**config.mk**
```make
export PLATFORM = sky130hd
export DESIGN_NAME = pixfmt_unpacker
export DESIGN_NICKNAME = d
export VERILOG_FILES = /design/src/rtl/pixfmt_pkg.sv /design/src/rtl/pixfmt_ctrl.sv /design/src/rtl/pixfmt_dpath.sv /design/src/rtl/pixfmt_unpacker.sv
export SDC_FILE = /design/constraint.sdc
export NUM_CORES = 1
export LEC_CHECK = 0
export BUFFER_PORTS_ARGS = -buffer_cell sky130_fd_sc_hd__buf_2
export CORE_ASPECT_RATIO = 0.9
export CORE_MARGIN = 4
export CORE_UTILIZATION = 40
export DETAILED_ROUTE_END_ITERATION = 16
export GPL_TIMING_DRIVEN = 0
export SYNTH_ARGS = -nofsm -noshare
export SYNTH_HDL_FRONTEND = slang
export SYNTH_HIERARCHICAL = 1
export SYNTH_SLANG_ARGS = --single-unit
```
**constraint.sdc**
```tcl
create_clock -name clk -period 1.95 [get_ports clk]
set_input_delay 0.39 -clock clk [delete_from_list [all_inputs] [get_ports clk]]
set_output_delay 0.39 -clock clk [all_outputs]
set_load 0.01 [all_outputs]
```
**src/rtl/pixfmt_pkg.sv**
```systemverilog
package pixfmt_pkg;
  localparam int WORD_W = 32;
  localparam int HALF_W = WORD_W / 2;
  localparam int MASK_W = WORD_W / 8;
  localparam int PIX_W  = 24;
  localparam int SLOTS  = WORD_W / HALF_W;

  typedef enum logic [1:0] {
    BUS_16 = 2'd0,
    BUS_8  = 2'd1,
    BUS_18 = 2'd2,
    BUS_24 = 2'd3
  } busSel_e;

  typedef struct packed {
    logic load;   // capture word and settings
    logic emit;   // send one pixel this edge
    logic upper;  // pixel comes from upper halfword
  } ctlStrobe_t;
endpackage

```
**src/rtl/pixfmt_ctrl.sv**
```systemverilog
module pixfmt_ctrl
  import pixfmt_pkg::*;
(
  input  logic              clk,
  input  logic              rstN,
  input  logic              inValid,
  input  logic [1:0]        wordLen,
  input  logic [MASK_W-1:0] packMask,
  input  logic [1:0]        busWidth,
  output logic              inReady,
  output ctlStrobe_t        ctl
);
  localparam logic [SLOTS-1:0] ONE = {{(SLOTS-1){1'b0}}, 1'b1};

  logic [SLOTS-1:0] pend;
  logic [SLOTS-1:0] slotsNew;

  // Which pixel slots of the offered word carry a pixel
  always_comb begin
    slotsNew = '0;
    if (busSel_e'(busWidth) != BUS_8) begin
      if (wordLen == 2'd0) begin
        for (int s = 0; s < SLOTS; s++) slotsNew[s] = &packMask[2*s +: 2];
      end else begin
        slotsNew[0] = &packMask[2:0];
      end
    end
  end

  assign inReady = (pend == '0);

  always_comb begin
    ctl.load  = inValid && inReady;
    ctl.emit  = (pend != '0);
    ctl.upper = ~pend[0];
  end

  always_ff @(posedge clk or negedge rstN) begin
    if (!rstN)         pend <= '0;
    else if (ctl.load) pend <= slotsNew;
    else               pend <= pend & (pend - ONE);  // retire lowest slot
  end
endmodule

```
**src/rtl/pixfmt_dpath.sv**
```systemverilog
module pixfmt_dpath
  import pixfmt_pkg::*;
(
  input  logic              clk,
  input  logic              rstN,
  input  ctlStrobe_t        ctl,
  input  logic [WORD_W-1:0] inWord,
  input  logic [1:0]        wordLen,
  input  logic [1:0]        busWidth,
  input  logic              narrowMap,
  output logic              pixValid,
  output logic [PIX_W-1:0]  pixData
);
  logic [WORD_W-1:0] wordQ;
  logic              is16Q;
  logic              mapQ;
  busSel_e           busQ;
  logic [HALF_W-1:0] half;
  logic [4:0]        r5, b5;
  logic [5:0]        g6;
  logic [7:0]        r8, g8, b8;
  logic [PIX_W-1:0]  fmt;

  always_ff @(posedge clk or negedge rstN) begin
    if (!rstN) begin
      wordQ <= '0;
      is16Q <= 1'b1;
      mapQ  <= 1'b0;
      busQ  <= BUS_16;
    end else if (ctl.load) begin
      wordQ <= inWord;
      is16Q <= (wordLen == 2'd0);
      mapQ  <= narrowMap;
      busQ  <= busSel_e'(busWidth);
    end
  end

  always_comb begin
    half = ctl.upper ? wordQ[WORD_W-1 -: HALF_W] : wordQ[HALF_W-1:0];
    r5   = half[15:11];
    g6   = half[10:5];
    b5   = half[4:0];
    r8   = wordQ[23:16];
    g8   = wordQ[15:8];
    b8   = wordQ[7:0];
    if (is16Q) begin
      case (busQ)
        BUS_24:  fmt = {r5, r5[4:2], g6, g6[5:4], b5, b5[4:2]};
        BUS_18:  fmt = {6'b0, r5, r5[4], g6, b5, b5[4]};
        default: fmt = {8'b0, half};
      endcase
    end else if (mapQ) begin
      fmt = {6'b0, r8[7:2], g8[7:2], b8[7:2]};
    end else begin
      fmt = {r8, g8, b8};
    end
  end

  always_ff @(posedge clk or negedge rstN) begin
    if (!rstN) begin
      pixValid <= 1'b0;
      pixData  <= '0;
    end else begin
      pixValid <= ctl.emit;
      if (ctl.emit) pixData <= fmt;
    end
  end
endmodule

```
**src/rtl/pixfmt_unpacker.sv**
```systemverilog
module pixfmt_unpacker
  import pixfmt_pkg::*;
(
  input  logic              clk,
  input  logic              rstN,
  input  logic              inValid,
  output logic              inReady,
  input  logic [WORD_W-1:0] inWord,
  input  logic [1:0]        wordLen,
  input  logic [MASK_W-1:0] packMask,
  input  logic [1:0]        busWidth,
  input  logic              narrowMap,
  output logic              pixValid,
  output logic [PIX_W-1:0]  pixData
);
  ctlStrobe_t ctl;

  pixfmt_ctrl u_ctrl (
    .clk      (clk),
    .rstN     (rstN),
    .inValid  (inValid),
    .wordLen  (wordLen),
    .packMask (packMask),
    .busWidth (busWidth),
    .inReady  (inReady),
    .ctl      (ctl)
  );

  pixfmt_dpath u_dpath (
    .clk       (clk),
    .rstN      (rstN),
    .ctl       (ctl),
    .inWord    (inWord),
    .wordLen   (wordLen),
    .busWidth  (busWidth),
    .narrowMap (narrowMap),
    .pixValid  (pixValid),
    .pixData   (pixData)
  );
endmodule

```
# After elaboration in Yosys (flattened, before gate mapping)
# Index checks and enable logic that the tools add are counted.
[classes]
reduce_logical = 7
n_mux = 8
n_eq_ne = 3
bitwise = 1
n_addsub = 1
[op_table]
columns = ["operator", "count"]
rows = [
  ["two-way mux 24 bit", 2],
  ["one-hot mux 24 bit (2 select lines)", 1],
  ["two-way mux 16 bit", 1],
  ["== test 2 bit, second input constant", 2],
  ["logical NOT 2 bit", 2],
  ["two-way mux 2 bit", 2],
  ["AND reduction 2 bit", 2],
  ["AND reduction 3 bit", 1],
  ["AND 2 bit", 1],
  ["two-way mux 1 bit", 2],
  ["inequality test 2 x 1 -> 1 bit, second input constant", 1],
  ["nonzero test 2 bit", 1],
  ["subtractor 2 x 1 -> 2 bit, second input constant", 1],
  ["logical AND 1 bit", 1],
]
[totals]
wordCells = 27
input_bits = 44
reg_bits = 63

# Longest topological paths before layout
[logic_depth]
depth_word = 4
ltp_mapped = 7
depth_no_buf = 4

# Modules after synthesis
# The synthesis kept the hierarchy.
[by_module_without_submodules]
columns = ["mod", "cells_per_inst", "n_inst", "seq_area_each_um2", "area_per_inst_um2"]
rows = [
  ["pixfmt_dpath", 248, 1, 1527.7, 3024.2],
  ["pixfmt_ctrl", 14, 1, 50.0, 133.9],
]

# Worst setup path after synthesis
# No wires, ideal clock.
[synth_path]
kind = "reg2reg"
from = "register u_ctrl.pend[0]"
to = "register u_dpath.busQ[0]"
path_slack_ps = 89
t_arrival_ps = 1736
setup_time_ps = 125
required_time_ps = 1825
path_stages_with_launch = 6
synth_period_minus_slack_ps = 1861
cell_sequence = "dfrtp_1 or3b_4 inv_1 clkbuf_1 buf_2 mux2_2"
[synth_rtl]
columns = ["element", "line_no", "text"]
rows = [
  ["start: declaration", "pixfmt_ctrl.sv:15", "logic [SLOTS-1:0] pend;"],
  ["start signal: assignment", "pixfmt_ctrl.sv:40", "else if (ctl.load) pend <= slotsNew;"],
  ["start signal: assignment", "pixfmt_ctrl.sv:41", "else pend <= pend & (pend - ONE);"],
  ["end signal: assignment", "pixfmt_dpath.sv:34", "busQ <= busSel_e'(busWidth);"],
  ["end: declaration", "pixfmt_dpath.sv:17", "busSel_e busQ;"],
]

==> reports/results.ini <==
[clock_tree]
clkLatencyLatePin_ns = 0.34
hold_buffers = 0
htreeDepth = 3
cts_buffer_depth = 2
root_buffer = clkbuf_8
clk_pin_slew_ns = 0.06
clkSinkCount = 63
cts_setup_buffers = 0
cts_tree = yes
cts_buffers = 9

[cells_and_area]
nets = 384
design_area_um2 = 3795
finalNonFillerCells = 439
drive_gt1_share_pct = 46.94
n_antenna_cell = 0
syn_to_final_growth_pct = 20.17

[timing]
worst_slew_pin_slew_ns = 0.8056
slew_headroom_pct = 46.29
min_period_over_period_pct = 95.82
drv_slew = 0
finalHoldViolCount = 0
timing.final.ws_setup_ns = 0.08159
finalSetupViolCount = 0
rsz0062_at_grt = no
finClkSkew_ns = 0.008258
fin_crit_ns = 1.868
fmaxAchievable_mhz = 535.2

[setup_path]
worst_ep_arrival_time_ns = 2.08
critical-path-top-delay-family = buffers and inverters
reg2reg_depth = 4
cp_slowest_cell = or3b_4
startpoint = u_ctrl/pend[0]$_DFF_PN0_
r2r_start = u_ctrl/pend[0]$_DFF_PN0_
worst-path-max-fanout = 10
endpoint = u_dpath/wordQ[0]$_DFFE_PN0P_
max_stage_delay_ns = 0.43
rrSetupSlack_ns = 0.08
required_ns = 2.16
worst-path-stages = 4
r2r-end = u_dpath/wordQ[0]$_DFFE_PN0P_
crit_buf_inv = 2
start_kind = register
endpoint_kind = register
critPathKind = reg2reg
cp_cell_sequence = or3b_4 > clkinvlp_4 > buf_2 > mux2_2

[floorplanning]
ios = 70
design.core.area_um2 = 7620
chipWidth_um = 101.7
start_util_pct = 41.44
std_cell_rows = 30
die_area_um2 = 9383
fp.dieH_um = 92.30

[synthesis]
synth.net_count = 306
syn_inst = 262
yosysWarnings = 6
synth.area.top_cells = dfrtp_1 (49%), mux2_2 (20%), mux2i_1 (4.4%)
syn_area_um2 = 3158
yosys_most_used_dff = dfrtp_1
async_flop_share_pct = 100.0
seq_area_frac_synth_pct = 49.96
ys_ff_latch = 63
synth_top_area_cell = dfrtp_1
syn_avg_cell_area_um2 = 12.05
synth_top_cell_area_share_pct = 49.13
synth_cell_type_count = 36
synth_edf_count = 0

[drt]
via_per_inst = 5.679
wirelength_um = 8296
vias = 2493
drcViolationCount = 0
post_drt_wl_per_cell_um = 18.90
ant_nets = 0
drt_iter0_drc = 169
dr.pass1.iters = 4

[global_route]
grt_use_total_pct = 18.46
grt_pass1_vias = 2493
grt_pass1_wl_um = 13120
grt_start_max_net_pins = 64
overflow = 0
antenna_found_initial = 0

[place]
dp_cells = 427
place_area_um2 = 3626
hpwl_um = 5996
io_buffers = 69
place.gp.congestion = 0.9107
dp_slack_ns = -0.3274

[status]
status = complete, no violations

[pwr]
power_mw = 3.789
peakVddDrop_uv = 482.2
power.density_nw_per_um2 = 998.4
seqPwrFrac_pct = 47.0
power_frac_clock_pct = 25.7
p_int_mw = 2.611
power_frac_comb_pct = 27.4
power.switching_mw = 1.178
swShare_pct = 31.09
p_leak_nw = 1.715

[job]
maxCapViolCount = 0

[hold_path]
hold_path_class = in2async

[timing repair]
| action | 4_1_cts | 5_1_grt |
|---|---|---|
| hold endpoints to repair | 0 | 0 |
| gates resized for setup | 1 | 5 |
| endpoints found under the setup margin | 38 | 16 |
[metrics by stage]
step                hold WS [ns]  util (%)    TNS (ns)
floorplan                0.09441         -           0
global placement          0.4880     47.55      -8.151
detailed placement        0.4938     47.59      -8.988
CTS                       0.1718     49.69  -0.0001621
global route              0.2150     49.80           0
finish                    0.1353     49.80           0
[layout by cell type (no fill, tap or decap), types with 3 or more instances in the layout]
| master | synthesis | layout |
|---|---|---|
| o22ai_1 | 16 | 16 |
| a22oi_1 | 5 | 5 |
| inv_1 | 5 | 4 |
| clkbuf_8 | 0 | 11 |
| nor2_1 | 12 | 11 |
| a21oi_1 | 19 | 19 |
| nand2_1 | 9 | 8 |
| buf_2 | 8 | 76 |
| mux2_1 | 4 | 4 |
| mux2_2 | 57 | 57 |
| a221oi_1 | 3 | 3 |
| a31oi_1 | 4 | 4 |
| mux2i_1 | 14 | 14 |
| a2bb2oi_1 | 9 | 9 |
| clkbuf_1 | 7 | 6 |
| dfrtp_1 | 62 | 62 |
[cells in the mapped netlist (2+ instances only)]
master	instances
a22oi_1	5
a31oi_1	4
mux2_4	2
o22ai_1	16
a21oi_1	19
mux2_1	4
nor2b_1	2
dfrtp_1	62
a221oi_1	3
a211oi_1	2
clkbuf_1	7
nand2_1	9
inv_1	5
buf_2	8
o22a_1	2
nor2_1	12
nand2b_1	2
mux2_2	57
mux2i_1	14
o21ba_2	2
a2bb2oi_1	9
nor3_1	2
[final cells by class]
cell class                      count  area (um2)
Clock inverter                      1       5.005
Multi-Input combinational cell    177        1484
Inverter                            5       22.52
Buffer                             15       78.83
Timing Repair Buffer               69       347.8
Fill cell                         749        3825
Sequential cell                    63        1578
Tap cell                           96       120.1
Clock buffer                       13       158.9
[sequential cells by signal, indices dropped and copies added (netlist names)]
signal and count:
u_dpath/pixData 24, u_dpath/wordQ 32, u_dpath/is16Q 1, u_ctrl/pend 2, u_dpath/mapQ 1, u_dpath/busQ 2
u_dpath/pixValid 1
[how the worst min path moves through the flow]
stage | end | startpoint | slack [ns]
finish | u_ctrl/pend[1]$_DFF_PN0_ | rstN | 0.14
global route | u_dpath/wordQ[13]$_DFFE_PN0P_ | rstN | 0.22
CTS | u_dpath/pixValid$_DFF_PN0_ | rstN | 0.17
detailed placement | u_dpath/wordQ[31]$_DFFE_PN0P_ | u_dpath/wordQ[31]$_DFFE_PN0P_ | 0.49
global placement | u_dpath/wordQ[31]$_DFFE_PN0P_ | u_dpath/wordQ[31]$_DFFE_PN0P_ | 0.49
floorplan | u_ctrl/pend[0]$_DFF_PN0_ | rstN | 0.09
[power by group through the flow]
stage | logic (mW) | clock network, mW | registers, mW
final | 1.04 | 0.972 | 1.78
after global routing | 1.14 | 1.07 | 1.81
after CTS | 1.04 | 0.998 | 1.78
after detailed placement | 1.04 | 0 | 1.80
after global placement | 1.03 | 0 | 1.80
after floorplan | 0.585 | 0 | 1.82
[routing by layer]
layer	global-route usage, %	vias up	share of wire (%)
met3	5.196	19	6.9
met4	7.198	0	2.5
met2	26.63	99	44
li1	-	1145	-
met5	0	-	0
met1	26.07	1230	46
[cells by family (layout without fill, tap and decap cells)]
family	Yosys count	count (layout)	synth area share (%)
buffers and inverters	22	103	3.289
and+or+nand+nor	35	35	5.745
muxes	77	77	27.14
DFF	63	63	49.96
AOI/OAI and AO/OA	65	65	13.87
Power figures use the tool's default switching activity.
